File: src/rtl/cfg_port_pkg.sv
package cfg_port_pkg;
  localparam int          NREG     = 12;
  localparam logic [7:0]  IDX_BASE = 8'h20;
  localparam int          SEL_W    = $clog2(NREG);
  localparam int          CLKSEL_K = 5;  // register 25h
  localparam int          CACHE_K  = 1;  // register 21h
  localparam int          CACHE_B  = 4;
  localparam int          FASTD_B  = 3;

  // Bits that a data write may change
  function automatic logic [7:0] wr_mask(input int k);
    case (k)
      0:       wr_mask = 8'h3F;
      2:       wr_mask = 8'hFD;
      4:       wr_mask = 8'hF7;
      5:       wr_mask = 8'hFB;
      6:       wr_mask = 8'h7F;
      7:       wr_mask = 8'h9F;
      8, 10:   wr_mask = 8'hE3;
      default: wr_mask = 8'hFF;
    endcase
  endfunction

  // Fixed bits forced into the stored value
  function automatic logic [7:0] ro_bits(input int k);
    ro_bits = (k == 0) ? 8'h40 : 8'h00;
  endfunction

  function automatic logic [7:0] rst_val(input int k);
    case (k)
      0:       rst_val = 8'h40;
      2:       rst_val = 8'h84;
      4:       rst_val = 8'h87;
      5:       rst_val = 8'hF0;
      7:       rst_val = 8'h91;
      8, 10:   rst_val = 8'h80;
      default: rst_val = 8'h00;
    endcase
  endfunction
endpackage

File: src/rtl/cfg_rst_sync.sv
module cfg_rst_sync #(
  parameter int STAGES = 2
) (
  input  logic clk,
  input  logic rst_n,
  output logic rst_sync_n
);
  logic [STAGES-1:0] chain_q;

  always_ff @(posedge clk or negedge rst_n) begin
    if (!rst_n) chain_q <= '0;
    else        chain_q <= {chain_q[STAGES-2:0], 1'b1};
  end

  assign rst_sync_n = chain_q[STAGES-1];
endmodule

File: src/rtl/cfg_io_decode.sv
module cfg_io_decode
  import cfg_port_pkg::*;
#(
  parameter int               ADDR_W     = 16,
  parameter logic [ADDR_W-1:0] INDEX_ADDR = 'h22,
  parameter logic [ADDR_W-1:0] DATA_ADDR  = 'h24
) (
  input  logic              clk,
  input  logic              rst_n,
  input  logic [ADDR_W-1:0] io_addr,
  input  logic [7:0]        io_wdata,
  input  logic              io_rd,
  input  logic              io_wr,
  output logic              reg_we,
  output logic              reg_rd,
  output logic [SEL_W-1:0]  reg_sel,
  output logic              idx_vld
);
  logic       idx_vld_q, idx_vld_d, idx_en;
  logic [7:0] idx_q, idx_d;
  logic       hit_index, hit_data, in_range;
  logic [7:0] offset;

  assign hit_index = (io_addr == INDEX_ADDR);
  assign hit_data  = (io_addr == DATA_ADDR);
  assign offset    = idx_q - IDX_BASE;
  assign in_range  = (idx_q >= IDX_BASE) && (offset < 8'(NREG));

  always_comb begin
    idx_en    = 1'b0;
    idx_d     = idx_q;
    idx_vld_d = idx_vld_q;
    if (io_wr && hit_index) begin
      idx_en    = 1'b1;
      idx_d     = io_wdata;
      idx_vld_d = 1'b1;
    end else if ((io_rd || io_wr) && hit_data) begin
      idx_en    = 1'b1;
      idx_vld_d = 1'b0;
    end
  end

  always_ff @(posedge clk or negedge rst_n) begin
    if (!rst_n) begin
      idx_q     <= '0;
      idx_vld_q <= 1'b0;
    end else if (idx_en) begin
      idx_q     <= idx_d;
      idx_vld_q <= idx_vld_d;
    end
  end

  assign reg_we  = io_wr && hit_data && idx_vld_q && in_range;
  assign reg_rd  = io_rd && hit_data && idx_vld_q && in_range;
  assign reg_sel = offset[SEL_W-1:0];
  assign idx_vld = idx_vld_q;
endmodule

File: src/rtl/cfg_reg_bank.sv
module cfg_reg_bank
  import cfg_port_pkg::*;
(
  input  logic              clk,
  input  logic              rst_n,
  input  logic              strap,
  input  logic              reg_we,
  input  logic [SEL_W-1:0]  reg_sel,
  input  logic [7:0]        wdata,
  output logic [NREG*8-1:0] rb_data,
  output logic [NREG*8-1:0] ex_data
);
  logic [7:0] store_q [NREG];
  logic       strap_q;
  logic       clksel_wr_q, clksel_wr_d;

  // Strap captured on every clock while reset is held
  always_ff @(posedge clk) begin
    if (!rst_n) strap_q <= strap;
  end

  for (genvar k = 0; k < NREG; k++) begin : g_reg
    logic       en;
    logic [7:0] nxt;
    always_comb begin
      en  = reg_we && (reg_sel == SEL_W'(k));
      nxt = (wdata & wr_mask(k)) | ro_bits(k);
    end
    always_ff @(posedge clk or negedge rst_n) begin
      if (!rst_n)  store_q[k] <= rst_val(k);
      else if (en) store_q[k] <= nxt;
    end
    if (k == CLKSEL_K) begin : g_clksel
      assign rb_data[k*8 +: 8] = {store_q[k][7:2],
                                  clksel_wr_q ? store_q[k][1:0] : {1'b0, strap_q}};
    end else begin : g_plain
      assign rb_data[k*8 +: 8] = store_q[k];
    end
  end

  assign clksel_wr_d = clksel_wr_q | (reg_we && (reg_sel == SEL_W'(CLKSEL_K)));

  always_ff @(posedge clk or negedge rst_n) begin
    if (!rst_n) clksel_wr_q <= 1'b0;
    else        clksel_wr_q <= clksel_wr_d;
  end

  // Cross-register override applied on the export side only
  always_comb begin
    ex_data = rb_data;
    if (rb_data[CACHE_K*8 + CACHE_B])
      ex_data[CLKSEL_K*8 + FASTD_B] = 1'b0;
  end
endmodule

File: src/rtl/cfg_index_port.sv
module cfg_index_port
  import cfg_port_pkg::*;
#(
  parameter int               ADDR_W     = 16,
  parameter logic [ADDR_W-1:0] INDEX_ADDR = 'h22,
  parameter logic [ADDR_W-1:0] DATA_ADDR  = 'h24
) (
  input  logic              clk,
  input  logic              rst_n,
  input  logic              clk_sel_strap,
  input  logic [ADDR_W-1:0] io_addr,
  input  logic [7:0]        io_wdata,
  input  logic              io_rd,
  input  logic              io_wr,
  output logic [7:0]        io_rdata,
  output logic [NREG*8-1:0] cfg_export
);
  logic             rst_sync_n;
  logic             reg_we, reg_rd, idx_vld;
  logic [SEL_W-1:0] reg_sel;
  logic [NREG*8-1:0] rb_data;

  cfg_rst_sync #(.STAGES(2)) u_rst (
    .clk(clk), .rst_n(rst_n), .rst_sync_n(rst_sync_n)
  );

  cfg_io_decode #(
    .ADDR_W(ADDR_W), .INDEX_ADDR(INDEX_ADDR), .DATA_ADDR(DATA_ADDR)
  ) u_dec (
    .clk(clk), .rst_n(rst_sync_n), .io_addr(io_addr), .io_wdata(io_wdata),
    .io_rd(io_rd), .io_wr(io_wr), .reg_we(reg_we), .reg_rd(reg_rd),
    .reg_sel(reg_sel), .idx_vld(idx_vld)
  );

  cfg_reg_bank u_bank (
    .clk(clk), .rst_n(rst_sync_n), .strap(clk_sel_strap), .reg_we(reg_we),
    .reg_sel(reg_sel), .wdata(io_wdata), .rb_data(rb_data), .ex_data(cfg_export)
  );

  always_comb begin
    io_rdata = 8'hFF;
    for (int k = 0; k < NREG; k++)
      if (reg_rd && (reg_sel == SEL_W'(k))) io_rdata = rb_data[k*8 +: 8];
  end
endmodule

File: config.mk
export PLATFORM = sky130hd
export DESIGN_NAME = cfg_index_port
export DESIGN_NICKNAME = d
export VERILOG_FILES = /design/src/rtl/cfg_port_pkg.sv /design/src/rtl/cfg_rst_sync.sv /design/src/rtl/cfg_io_decode.sv /design/src/rtl/cfg_reg_bank.sv /design/src/rtl/cfg_index_port.sv
export SDC_FILE = /design/constraint.sdc
export NUM_CORES = 1
export LEC_CHECK = 0
export BUFFER_PORTS_ARGS = -buffer_cell sky130_fd_sc_hd__buf_2
export CORE_AREA = 10 10 127 100
export DETAILED_ROUTE_END_ITERATION = 6
export DIE_AREA = 0 0 137 110
export PLACE_DENSITY_LB_ADDON = 0.12
export SLEW_MARGIN = 20
export SYNTH_ARGS = -nofsm -noshare
export SYNTH_HDL_FRONTEND = slang
export SYNTH_SLANG_ARGS = --single-unit
File: constraint.sdc
create_clock -name clk -period 3.65 [get_ports clk]
set_input_delay 0.1825 -clock clk [delete_from_list [all_inputs] [get_ports clk]]
set_output_delay 0.1825 -clock clk [all_outputs]
set_load 0.03 [all_outputs]
==> flow_summary_export.csv <==
group,metric,value,unit
status,status,"complete, no violations",
worst_setup_path,worstSetupStartpointType,"flop",
global_routing,grt_pass1_wl,21110,um
cells_and_area,areaGrowthSynthToFinish,6.899,%
cts,cts_resized,0,
drt,routed_wl,13730,um
sta,setup_tns,0,ns
synthesis,syn_area_per_cell,12.16,um^2
worst_setup_path,cp_top_family,"compound AO/OA/AOI/OAI gates",
cts,cts-root-buf,"clkbuf_16",
drt,wl_per_cell,22.04,um
sta,tightest_slew,0.9297,ns
worst_setup_path,cp.buffers_inverters,2,
drt,ant_nets,0,
worst_setup_path,cp-end-kind,"primary output",
cells_and_area,num_antenna_cells,0,
sta,rsz0062_at_grt,"no",
synthesis,synth_seq_cells,95,
worst_setup_path,worstPathRequired,3.47,ns
flow_run,maxCapViolations,0,
cts,cts.sinks,95,
worst_setup_path,r2r_cells,5,
global_routing,grt_max_degree,75,
placement,place_inst,606,
die,die_w,137,um
worst_setup_path,cp_slowest_cell,"dfrtp_1",
synthesis,synthFlopType,"dfrtp_1",
synthesis,synthCells,446,
sta,fin_crit,2.960,ns
worst_setup_path,cp_max_fo,16,
cts,clkSlewWorstSetupHoldPaths,0.06,ns
die,io_pins,133,
worst_setup_path,r2r-end,"u_bank.ex_data[86]",
worst_setup_path,crit_path_cell_trace,"buf_4 > nor2b_1 > a221oi_1 > nor4_1 > o311ai_0 > buf_2",
drt,drtPass1Iterations,5,
synthesis,yosys-top-cells-area,"dfrtp_1, mux2_2, buf_4, dfstp_2, mux4_2",
worst_setup_path,timing.rr.start,"u_dec.idx_q[0]",
drt,routed_via_density,5.576,
drt,via_count,3474,
die,num_rows,32,
global_routing,use_met2,28.84,%
sta,finalHoldViolCount,0,
synthesis,ys_seq_area_share,44.28,%
cts,cts.hold.buffers_added,1,
cts,cts_tree,"built",
worst_setup_path,cp-endpoint,"io_rdata[6]",
cells_and_area,final_nets,512,
hold_path,worstHoldPathType,"input port to flop",
cts,cts_made_buffers,9,
cells_and_area,finalNonFillerCells,623,
synthesis,synth_async_sr_flop_share,98.95,%
global_routing,grt_usage,18.12,%
die,chipHeight,110,um
global_routing,grt_most_used_layer,"met2",
worst_setup_path,critPathMaxStageDelay,0.68,ns
global_routing,grt_pass1_vias,3667,
placement,io_buffers,118,
placement,gp_congestion,0.9082,
worst_setup_path,crit_type,"flop to primary output",
sta,slew_headroom,38.02,%
cells_and_area,fill_cells,910,
synthesis,synth_edf_count,1,
die,die_area,15070,um^2
die,start_util,53.32,%
worst_setup_path,cp_data_arrival_time,2.78,ns
sta,drv_slew,0,
pwr,p_leak,0.002957,uW
worst_setup_path,critPathLaunch,"u_dec.idx_q[0]",
global_routing,use_met3,5.425,%
synthesis,synth_top_area_share,36.46,%
cells_and_area,stdcell_area,5797,um^2
die,core,10170,um^2
sta,setup_violations,0,
pwr,peakVddDrop,0.0001976,V
sta,post-route-period-util,81.11,%
worst_setup_path,reg2reg_slack,1.11,ns
global_routing,overflow,0,
global_routing,antenna_found_initial,0,
pwr,pwr_density_cell,359.1,nW/um^2
global_routing,use_met1,24.38,%
synthesis,syn_area,5423,um^2
placement,dpl-instance-area,5488,um^2
cts,htreeDepth,3,
worst_setup_path,crit_cells,6,
cells_and_area,drive_gt1_share,56.26,%
drt,drt_first_iter_violations,303,
cts,clkLatencyLatePin,0.34,ns
synthesis,synth_top_area_cell,"dfrtp_1",
cts,cts_max_path_buffers,2,
sta,clock_skew,0.005391,ns
sta,fmax,337.8,MHz
synthesis,synth_cell_type_count,50,
drt,post-route-drc-count,0,
placement,dp_hpwl,10380,um
synthesis,ys_warn_count,0,
cts,post_cts_buffers,0,
metal layers:
metal	vias to the layer above	wire (um)	share of wire, %
met5	-	0	0
met4	0	64	0.47
met3	8	1198	8.7
met2	142	6458	47
met1	1775	6009	44
li1	1549	-	-
synthesized netlist by cell type, drive strengths merged (2+ instances only):
cell type	instances
dfstp	15
nand4b	2
o21ai	12
a211oi	3
a221oi	3
o311ai	3
mux2	97
nor3	5
nand3	4
mux2i	7
nor4	3
a22oi	4
nand2	9
nand2b	4
nor2b	8
a21oi	8
inv	7
buf	104
nor2	25
a2111oi	3
conb	2
nand4	5
and3	2
clkbuf	8
mux4	8
dfrtp	79
cell families (layout without fill, tap and decap cells):
logic type,after synthesis,after routing,share of synthesized area [%]
buffers and inverters,119,147,14.97
AND/OR/NAND/NOR,74,74,10.38
AO/OA/AOI/OAI,42,42,5.077
multiplexers,112,112,24.76
flip-flops,95,95,44.28
adder cells (fa/ha/maj),1,1,0.2307
other,2,15,0.1385
XOR/XNOR,1,1,0.1615
layout make-up:
type | count | area (um^2) | share of cell area, %
inverter | 7 | 26.28 | 0.4533
tap | 136 | 170.2 | 2.935
clock buffer | 11 | 242.7 | 4.187
sequential | 95 | 2405 | 41.49
multi-input combinational | 245 | 2258 | 38.96
timing repair buffer | 124 | 638.1 | 11.01
clock inverter | 5 | 56.30 | 0.9713
how the worst min path moves through the flow:
stage | from | endpoint | slack (ns) | cells past startpoint
3_5_place_dp | rst_n | u_rst.chain_q[0] | -0.03 | 1
3_3_place_gp | rst_n | u_rst.chain_q[0] | -0.03 | 1
5_1_grt | clk_sel_strap | u_bank.strap_q | 0.01 | 1
6_report | clk_sel_strap | u_bank.strap_q | 0.01 | 1
4_1_cts | clk_sel_strap | u_bank.strap_q | 0.01 | 1
2_1_floorplan | rst_n | u_rst.chain_q[0] | -0.11 | 0
report_power, final:
part / switching, uW / internal (uW)
registers: 15.3 / 1060
logic: 55.8 / 17.9
clock network: 386 / 550
total: 457 / 1620
metrics by stage:
step	power (uW)	util, %	setup WS, ns	hold WS (ns)
6_report	2082	57.00	0.6896	0.01394
5_1_grt	2165	57.00	0.5482	0.009541
4_1_cts	2099	57.00	0.7400	0.01119
3_5_place_dp	1165	53.96	1.108	-0.03119
3_3_place_gp	1164	53.96	1.118	-0.03269
2_1_floorplan	1139	-	0.8443	-0.1131
cells in the final DEF, fill, tap and decap left out, drive strengths merged, types with 4 or more instances in the layout:
cell / instances
a21oi: 8
a22oi: 4
buf: 123
clkbuf: 11
conb: 15
dfrtp: 79
dfstp: 15
inv: 8
mux2: 97
mux2i: 7
mux4: 8
nand2: 9
nand2b: 4
nand3: 4
nand4: 5
nor2: 25
nor2b: 8
nor3: 5
o21ai: 12
state kept, by name (all words and copies together) (netlist names):
| signal | cells |
|---|---|
| u_bank.ex_data | 79 |
| u_bank.store_q | 2 |
| u_bank.rb_data | 1 |
| u_bank.strap_q | 1 |
| u_dec.idx_vld | 1 |
| u_dec.idx_q | 8 |
| u_rst.chain_q | 2 |
| u_bank.clksel_wr_q | 1 |
worst register-to-register path: cells and delay by family, from the launching register on:
kind / cells / cell delay [ns]
simple gates: 3 / 1.16
mux: 1 / 0.39
buf+inv: 1 / 0.30
flops: 1 / 0.58
No activity file was read; power rests on OpenSTA's default activity.
